## config.mk

```make
export PLATFORM = sky130hd
export DESIGN_NAME = rst_cause_reg
export DESIGN_NICKNAME = d
export VERILOG_FILES = /design/src/rtl/rst_cause_reg.sv
export SDC_FILE = /design/constraint.sdc
export NUM_CORES = 1
export LEC_CHECK = 0
export CAP_MARGIN = 20
export CORE_MARGIN = 8
export CORE_UTILIZATION = 25
export CTS_BUF_LIST = sky130_fd_sc_hd__clkbuf_8 sky130_fd_sc_hd__clkbuf_16
export CTS_CLUSTER_DIAMETER = 150
export CTS_CLUSTER_SIZE = 8
export DETAILED_ROUTE_END_ITERATION = 8
export PLACE_DENSITY = 0.77
export REMOVE_ABC_BUFFERS = 1
export SYNTH_ARGS = -nofsm -noshare
export SYNTH_HDL_FRONTEND = slang
export SYNTH_SLANG_ARGS = --single-unit
```

## constraint.sdc

```tcl
create_clock -name clk -period 1.42 [get_ports clk]
set_input_delay 0.284 -clock clk [delete_from_list [all_inputs] [get_ports clk]]
set_output_delay 0.284 -clock clk [all_outputs]
set_load 0.01 [all_outputs]
```

## src/rtl/rst_cause_reg.sv

```systemverilog
module rst_cause_reg #(
  parameter int              ADDR_W    = 16,
  parameter logic [ADDR_W-1:0] SLOT_ADDR = 16'hF020,
  parameter int              CNT_W     = 4
) (
  input  logic              clk,
  input  logic              pwr_rst_n,
  input  logic              sys_rst,
  input  logic              wr_en,
  input  logic [ADDR_W-1:0] addr,
  input  logic [31:0]       wdata,
  output logic [31:0]       rdata,
  output logic              rst_req
);
  localparam int              FLAG_W  = 5;
  localparam int              LOW_W   = 32 - FLAG_W;
  localparam logic [FLAG_W-1:0] CLR_M = 5'b10011;
  localparam logic [FLAG_W-1:0] SET_M = 5'b01100;
  localparam logic [FLAG_W-1:0] POR_V = 5'b10000;
  localparam logic [CNT_W-1:0]  CNT_MAX = {CNT_W{1'b1}};

  logic [FLAG_W-1:0] flags;
  logic [CNT_W-1:0]  cnt;
  logic              req_q;

  wire               sel_hi = (addr[ADDR_W-1:3] == SLOT_ADDR[ADDR_W-1:3]) && addr[2];
  wire               wr_hi  = wr_en && sel_hi && !sys_rst;
  wire [FLAG_W-1:0]  wv     = wdata[31:LOW_W];

  always_ff @(posedge clk or negedge pwr_rst_n) begin
    if (!pwr_rst_n) begin
      flags <= '0;
      cnt   <= '0;
      req_q <= 1'b0;
    end else begin
      req_q <= wr_hi && (wv[3] || wv[2]);
      if (sys_rst) begin
        if (cnt == '0) flags <= POR_V;
        if (cnt != CNT_MAX) cnt <= cnt + 1'b1;
      end else if (wr_hi) begin
        flags <= (flags & ~(wv & CLR_M)) | (wv & SET_M);
        if (wv[3]) cnt <= '0;
      end
    end
  end

  assign rdata   = sel_hi ? {flags, {LOW_W{1'b0}}} : 32'h0;
  assign rst_req = req_q;

  a_r2_first_load: assert property (@(posedge clk) disable iff (!pwr_rst_n)
    (sys_rst && cnt == '0) |=> (flags == POR_V));

  a_r3_kept: assert property (@(posedge clk) disable iff (!pwr_rst_n)
    (sys_rst && cnt != '0) |=> $stable(flags));

  a_r7_cnt_clear: assert property (@(posedge clk) disable iff (!pwr_rst_n)
    (wr_en && sel_hi && !sys_rst && wdata[30]) |=> (cnt == '0 && rst_req));

  a_r9_req_cause: assert property (@(posedge clk) disable iff (!pwr_rst_n)
    rst_req |-> $past(wr_en && sel_hi && !sys_rst && (wdata[30] || wdata[29])));

  a_r10_lo_ignored: assert property (@(posedge clk) disable iff (!pwr_rst_n)
    (wr_en && !sel_hi && !sys_rst) |=> ($stable(flags) && !rst_req));

  a_r11_saturate: assert property (@(posedge clk) disable iff (!pwr_rst_n)
    (sys_rst && cnt == CNT_MAX) |=> (cnt == CNT_MAX));

  a_r12_rst_wins: assert property (@(posedge clk) disable iff (!pwr_rst_n)
    (sys_rst && wr_en) |=> !rst_req);
endmodule

```

* After elaboration in Yosys (flattened, before gate mapping)
Cells that the tools add are included.
Word-level totals: register bits 10, bits of input ports 52
Cells by class: mux-type cells 8, add/sub/neg operators 1, eq/ne operators 4, reduce and logical (&&, ||, !) cells 11, bitwise operators 3
Operators with widths (number):
- two-way mux 32 bit | 1
- two-way mux 4 bit | 4
- two-way mux 5 bit | 3
- equality test 13 bit, second input constant | 1
- bitwise AND 5 bit | 1
- NOT 5 bit | 1
- bitwise OR 5 x 4 -> 5 bit | 1
- adder 4 x 1 -> 4 bit, second input constant | 1
- logical AND 1 bit | 4
- zero test 4 bit | 1
- inequality test 2 x 1 -> 1 bit, second input constant | 2
- inequality test 4 bit, second input constant | 1
- nonzero test 2 bit | 2
- AND reduction 3 bit | 1
- AND reduction 2 bit | 1
- zero test 1 bit | 1
- logical OR 1 bit | 1

* Logic depth before layout (Yosys ltp)
Gate-level depths: netlist of run 1.
depth in word-level cells 6, depth in mapped cells 5, depth with buffers taken out 5

* Worst setup path after synthesis of run 1
OpenSTA, ideal clock, no wires.
path kind register to register, from register cnt[0], to register flags[3], cell stages (with the launch flop) 5, library setup time 118 ps, required time 1302 ps, path slack 71 ps, period minus slack after synthesis 1349 ps, data arrival time 1231 ps, cell sequence dfrtp_1 -> inv_1 -> ha_1 -> or4b_4 -> a21o_1
Between the ends: longest elaborated chain between the ends 3
RTL lines:
- start, declared | RTL line 23 | logic [CNT_W-1:0] cnt;
- start signal, assigned | RTL line 39 | if (cnt != CNT_MAX) cnt <= cnt + 1'b1;
- zero test 4 bit | RTL line 38 | if (cnt == '0) flags <= POR_V;
- inequality test 2 x 1 -> 1 bit (no source line)
- AND reduction 2 bit (no source line)
- end signal, assigned | RTL line 41 | flags <= (flags & ~(wv & CLR_M)) | (wv & SET_M);
- end, declared | RTL line 22 | logic [FLAG_W-1:0] flags;
No other way between the ends. A chain may end at the register's enable or synchronous reset.

* Worst setup path in the final report of run 1
from input addr[9], to output rdata[29]
Between the ends: longest elaborated chain between the ends 3
RTL lines:
- start, declared | RTL line 10 | input logic [ADDR_W-1:0] addr,
- equality test 13 bit | RTL line 26 | wire sel_hi = (addr[ADDR_W-1:3] == SLOT_ADDR[ADDR_W-1:3]) && addr[2];
- logical AND 1 bit | RTL line 26
- two-way mux 32 bit | RTL line 47 | assign rdata = sel_hi ? {flags, {LOW_W{1'b0}}} : 32'h0;
- end, declared | RTL line 12 | output logic [31:0] rdata,
No other way between the ends.

==> run metrics, run 1 <==
RSZ-0062 raised after global routing=yes; Clock transition at path regs=0.05 ns; cell leakage power=about 0.00057 µW; fin crit period=1.604 ns; DRC=0; Initial DRT Pass Iterations=4; post-synthesis mux area share=0%; # setup viols final=5; Setup TNS Final=-0.7312 ns; CP endpoint kind=output port; Top Layer Used=met4; Worst R2R Path Depth=4; largest net degree at the start of global routing=11; ratio of cells with drive above 1 in the final layout=between 30% and 40%; CP cell instances=buf_6 > nor4b_4 > and4b_2 > buf_6 > buf_6 > and2_4 > buf_6; wire per inst=~12 µm; H-tree levels=1; antenna violations before repair=0; CTS buffer count=3; Critical Path Start=addr[9]; final worst path period share=112.9%; number of synthesized register bits=10; clk root buf=clkbuf_8; largest family of logic cells by synthesized area=buffers and inverters; vias in the first global route=720; Vert. Die Dim=just over 70 µm; post-layout util=37.52%; pwr dens=1075 nW/µm²; nets=between 150 and 200; CTS tree=yes; Seq/Total Area, Yosys=between 30 and 40%; final hold violation count=0; CTS Sinks=10; reg-to-reg slack, setup=roughly 0.04 ns; DPL Wire Length=between 1500 and 2000 µm; simple logic cell fraction of the synthesized area=22.57%; Syn Std Cell Area=between 700 and 800 µm²; Startpoint Class=primary input; placeable core area=just under 3000 µm²; Hold Buf Count CTS=0; fmax=just over 600 MHz; Final ANT Viol Nets=0; # diodes=0; Slowest-stage cell, CP=and4b_2; crit path to=rdata[29]; area delta synth->final=47.12%; Final Skew=0.001827 ns; Total GRT Usage=7.899%; placer congestion estimate=a little under 0.8; Hold/Removal Path Class=in -> async; DRT Wirelength=around 1900 µm; PortBufs=28; Starting Density=~26%; cell row count=20; placed insts=between 100 and 150; Yosys top cell by area=dfrtp_1; Crit Path Class=in -> out; met2 wire length=997 µm; Synth Flop Type=dfrtp_1; Netlist cell types=28; fillers=between 300 and 400; clk_lat worst skew=0.24 ns; Post-synth EDFFs=0; Synth async-reset ratio=100.0%; first-pass GRT wire length=~3100 µm; Max Root-Sink Buffers=2; status=finished, violations left; Crit path top cell by count=buf_6; slowest cell delay on critical path=between 0.2 and 0.3 ns; met1 WL=about 650 µm; worst-path maximum fanout=3; Reg area=roughly 250 µm²; worst reg2reg startpoint=cnt[1]; DR iter-0 viols=10; via/cell ratio=3.987; chip width=just over 70 µm; YS warnings=0; reg2reg end=flags[3]; top post-synthesis cells by area=dfrtp_1 33%, buf_4 28%, and2_1 4.1%; die area=around 5000 µm²; failing checks=negative setup slack; Synth top area share=between 30% and 40%; xor/xnor share of the synthesized area=around 2.3%; compound-cell area share of the yosys netlist=~9%; GR Overflow Total=0; setup ws final=-0.1838 ns; area of the multi-input gates=about 420 µm²; maximum vdd ir drop=263.0 µV; Met3 Wirelength=156 µm; CP arrival=1.32 ns; worst slack, placed=-0.8867 ns; Gate Count Post-Synth=between 80 and 90; syn_area_per_cell=around 9 µm²; Slew Limit Fails=0; Max Cap Viol=0; adder-cell share of the synthesized area=3.295%; post-route insts no fill=~160; WP data required=about 1.1 ns; IO Pins=85; via count=around 620
-- where the power goes --
group	internal (µW)	switching, µW	leakage [µW]	total, µW
Combinational	220	194	0.000415	414
Clock	244	112	0.0000288	355
Sequential	354	78.0	0.000127	432
-- what timing repair did --
item                       4_1_cts  5_1_grt
hold endpoints to repair         0        0
resized for setup               69        3
setup endpoints to repair       15        7
pin swaps                        9        2
buffers inserted                 4        2
-- registers in the layout, indices dropped and copies added, names as in the netlist --
| signal | cells |
|---|---|
| cnt | 4 |
| flags | 5 |
| rst_req | 1 |
-- critical path, delay by kind of cell --
kind	cells	cell delay, ns
buffers and inverters	4	0.37
AND/OR/NAND/NOR	3	0.65
-- worst min-delay path by stage --
stage          slack [ns]  cells past startpoint  endpoint       from
2_1_floorplan       -0.01                      0    cnt[0]  pwr_rst_n
3_3_place_gp         0.45                      1  flags[3]   flags[3]
3_5_place_dp         0.46                      1  flags[3]   flags[3]
4_1_cts              0.37                      1    cnt[3]  pwr_rst_n
5_1_grt              0.38                      1  flags[3]  pwr_rst_n
6_report             0.35                      1    cnt[3]  pwr_rst_n
-- synth_stat cells, drive strengths merged, types with 2 or more instances --
cell type  count
a21oi          4
ha             2
and4b          2
o22ai          2
nand2          5
and2           6
o21ai          2
nand3          3
nor4b          2
inv            3
buf           28
dfrtp         10
nor2           3
-- through the flow --
stage | hold slack, ns | total power, µW | area (µm²)
finish | 0.3522 | 1201 | 1117
global route | 0.3838 | 1289 | 1117
CTS | 0.3719 | 1159 | 1090
detailed placement | 0.4583 | 783.7 | 998.5
global placement | 0.4510 | 745.1 | 998.5
floorplan | -0.01159 | 642.1 | 646.9
-- per-layer routing --
metal / track usage (%) / vias to the layer above
li1: - / 305
met1: 6.759 / 284
met2: 13.29 / 29
met3: 2.825 / 4
met4: 9.007 / 0
met5: 0 / -
-- cells by family after synthesis --
logic type / count (synthesis)
other: 1
DFF: 10
and+or+nand+nor: 26
xor gates and xnor gates: 2
adders and majority gates: 2
buffers and inverters: 31
AOI/OAI and AO/OA: 11
-- placed cells by master, fill, tap and decap left out, drive strengths merged, types with 3 or more instances in the layout --
cell type,synthesis,final
dlygate4sd2,0,6
buf,28,21
clkdlybuf4s50,0,8
nand3,3,3
inv,3,3
conb,1,27
clkdlybuf4s15,0,3
a21oi,4,4
clkbuf,0,4
nand2,5,5
nor2,3,3
and2,6,6
dfrtp,10,10
-- area by class of cell --
class	count	share of cell area (%)
multi-input combinational	68	37.74
timing repair buffer	38	30.24
sequential	10	22.40
clock buffer	4	4.927
tap	33	3.695
inverter	3	1.008
No activity file was read; power rests on OpenSTA's default activity.
==> inputs of run 2 (changes only) <==
--- a/config.mk
+++ b/config.mk
@@ -5,8 +5,7 @@
 export SDC_FILE = /design/constraint.sdc
 export NUM_CORES = 1
 export LEC_CHECK = 0
-export CAP_MARGIN = 20
-export CORE_MARGIN = 8
+export CORE_MARGIN = 4
 export CORE_UTILIZATION = 25
 export CTS_BUF_LIST = sky130_fd_sc_hd__clkbuf_8 sky130_fd_sc_hd__clkbuf_16
 export CTS_CLUSTER_DIAMETER = 150
==> run metrics, run 2 (same netlist as run 1, synthesis figures left out) <==
failing checks=negative setup slack; RSZ-0062 raised after global routing=yes; Vert. Die Dim=63.12 µm (-11%); worst-path maximum fanout=5 (+2); worst slack, placed=-0.8793 ns (+0.007438 ns); Total GRT Usage=8.969% (+1.1 points); Startpoint Class=primary input; CTS buffer count=3 (unchanged); max reg flops=5 (unchanged); final hold violation count=0 (unchanged); Crit Path Class=in -> out; placer congestion estimate=0.6531 (-17%); total power=1134 µW (-5.6%); Max Root-Sink Buffers=2 (unchanged); Final Skew=0.002328 ns (+0.0005006 ns); Clock power frac=25.0% (-4.6 points); area of the multi-input gates=435.4 µm² (+3.3%); fmax=667.4 MHz (+7.0%); placed insts=144 (-1.4%); maximum vdd ir drop=343.6 µV (+31%); ratio of cells with drive above 1 in the final layout=31.93% (+1.9 points); setup ws final=-0.07828 ns (+0.1055 ns); top register by number of flip-flops=flags; combinational power share=36.3% (+1.8 points); DRC=0 (unchanged); slowest cell delay on critical path=0.32 ns (+0.05 ns); hold slack final=0.3639 ns (+0.01176 ns); Starting Density=26.85% (+1.3 points); H-tree levels=1 (unchanged); fin crit period=1.498 ns (-0.1055 ns); reg2reg end=flags[3]; worst reg2reg startpoint=cnt[1]; area delta synth->final=43.66%; Final ANT Viol Nets=0 (unchanged); Pint=758.2 µW (-7.3%); NetSw=376.2 µW (-1.9%); GR Overflow Total=0 (unchanged); clk root buf=clkbuf_8; CTS Sinks=10 (unchanged); chip width=63.12 µm (-11%); most frequent cells in the layout=27 x conb_1, 10 x dfrtp_1, 8 x buf_6, 8 x clkdlybuf4s50_1; final worst path period share=105.5% (-7.4 points); CTS tree=yes; Initial DRT Pass Iterations=4 (unchanged); Clock transition at path regs=0.05 ns (about the same); sequential power share=38.7% (+2.7 points); wire per inst=12.13 µm (+0.95%); WP data required=1.14 ns (about the same); PortBufs=28 (unchanged); DPL Wire Length=1467 µm (-9.0%); DRT Wirelength=1820 µm (-2.9%); via count=635 (+2.1%); antenna violations before repair=0 (unchanged); post-route insts no fill=150 (-3.8%); Reg area=250.2 µm² (unchanged); CP cell instances=buf_6 > nor4b_4 > and4b_2 > and2_1 > buf_2; Max Cap Viol=0 (unchanged); DR iter-0 viols=14 (+4); CP arrival=1.21 ns (-0.11 ns); reg-to-reg slack, setup=0.02 ns (-0.02 ns); fillers=292 (-7.0%); pwr dens=1040 nW/µm² (-3.3%); commonest non-fill, non-tap cell in the layout=conb_1; status=finished, violations left; IO Pins=85 (unchanged); Hold Buf Count CTS=0 (unchanged); Hold/Removal Path Class=in -> async; first-pass GRT wire length=2794 µm (-10%); clk_lat worst skew=0.23 ns (about the same); placeable core area=2829 µm² (-5.0%); vias in the first global route=653 (-9.3%); largest net degree at the start of global routing=11 (unchanged); Slew Limit Fails=0 (unchanged); Worst R2R Path Depth=4 (unchanged); cell row count=19 (-5.0%); # setup viols final=5 (unchanged); CP endpoint kind=output port; # diodes=0 (unchanged); via/cell ratio=4.233 (+6.2%); die area=3984 µm² (-21%); nets=175 (-1.7%); cell leakage power=0.0005479 µW (-4.0%); Slowest-stage cell, CP=and4b_2; Sw Ratio=33.16% (+1.2 points); Setup TNS Final=-0.3461 ns (+0.3851 ns)
## run 2: changes by cell type in the layout (fill, tap and decap cells not counted), sizes merged
cell	before	now
dlygate4sd2	6	7
buf	21	18
clkdlybuf4s15	3	1
## run 2: final cells by class
cell class	count	area share [%]
Clock buffer	3	3.784
Multi-Input combinational cell	68	39.91
Timing Repair Buffer	35	28.78
Sequential cell	10	22.94
Inverter	3	1.032
Tap cell	31	3.555
## run 2: layer usage
metal | share of wire [%] | vias to the layer above | wire length, µm | GRT usage (%)
met2 | 58 | 36 | 1057 | 18.05
met4 | 2.9 | 0 | 53 | 6.612
li1 | - | 299 | - | -
met3 | 7.1 | 4 | 130 | 1.066
met5 | 0 | - | 0 | 0
met1 | 32 | 296 | 578 | 7.943
## run 2: how the worst max path moves through the flow
stage | start | slack, ns | to
2_1_floorplan | cnt[0] | 0.07 | flags[3]
3_3_place_gp | addr[4] | -0.86 | rdata[31]
3_5_place_dp | addr[4] | -0.88 | rdata[28]
4_1_cts | addr[10] | -0.08 | rdata[31]
5_1_grt | addr[11] | -0.14 | rdata[29]
6_report | addr[8] | -0.08 | rdata[29]
## run 2: power groups by stage
stage / combinational (µW) / clock [µW] / sequential [µW]
after CTS: 360 / 286 / 427
after detailed placement: 360 / 0 / 426
after global routing: 460 / 302 / 444
after floorplan: 227 / 0 / 416
final: 412 / 283 / 439
after global placement: 338 / 0 / 422
## run 2: what timing repair did
item | in CTS | in global routing
endpoints found under the setup margin | 15 | 13
setup buffers | 0 | 3
resized for setup | 63 | 12
pin swaps | 10 | 7
endpoints found under the hold margin | 0 | 0
## run 2: worst max-delay path, delay by kind of cell
family / cells / cell delay, ns
buffers and inverters: 2 / 0.22
AND/OR/NAND/NOR: 3 / 0.71
## run 2: through the flow
step                cell area [µm²]  util, %
floorplan                     646.9        -
global placement              996.0    35.21
detailed placement            996.0    35.21
CTS                            1026    36.27
global route                   1091    38.57
finish                         1091    38.57
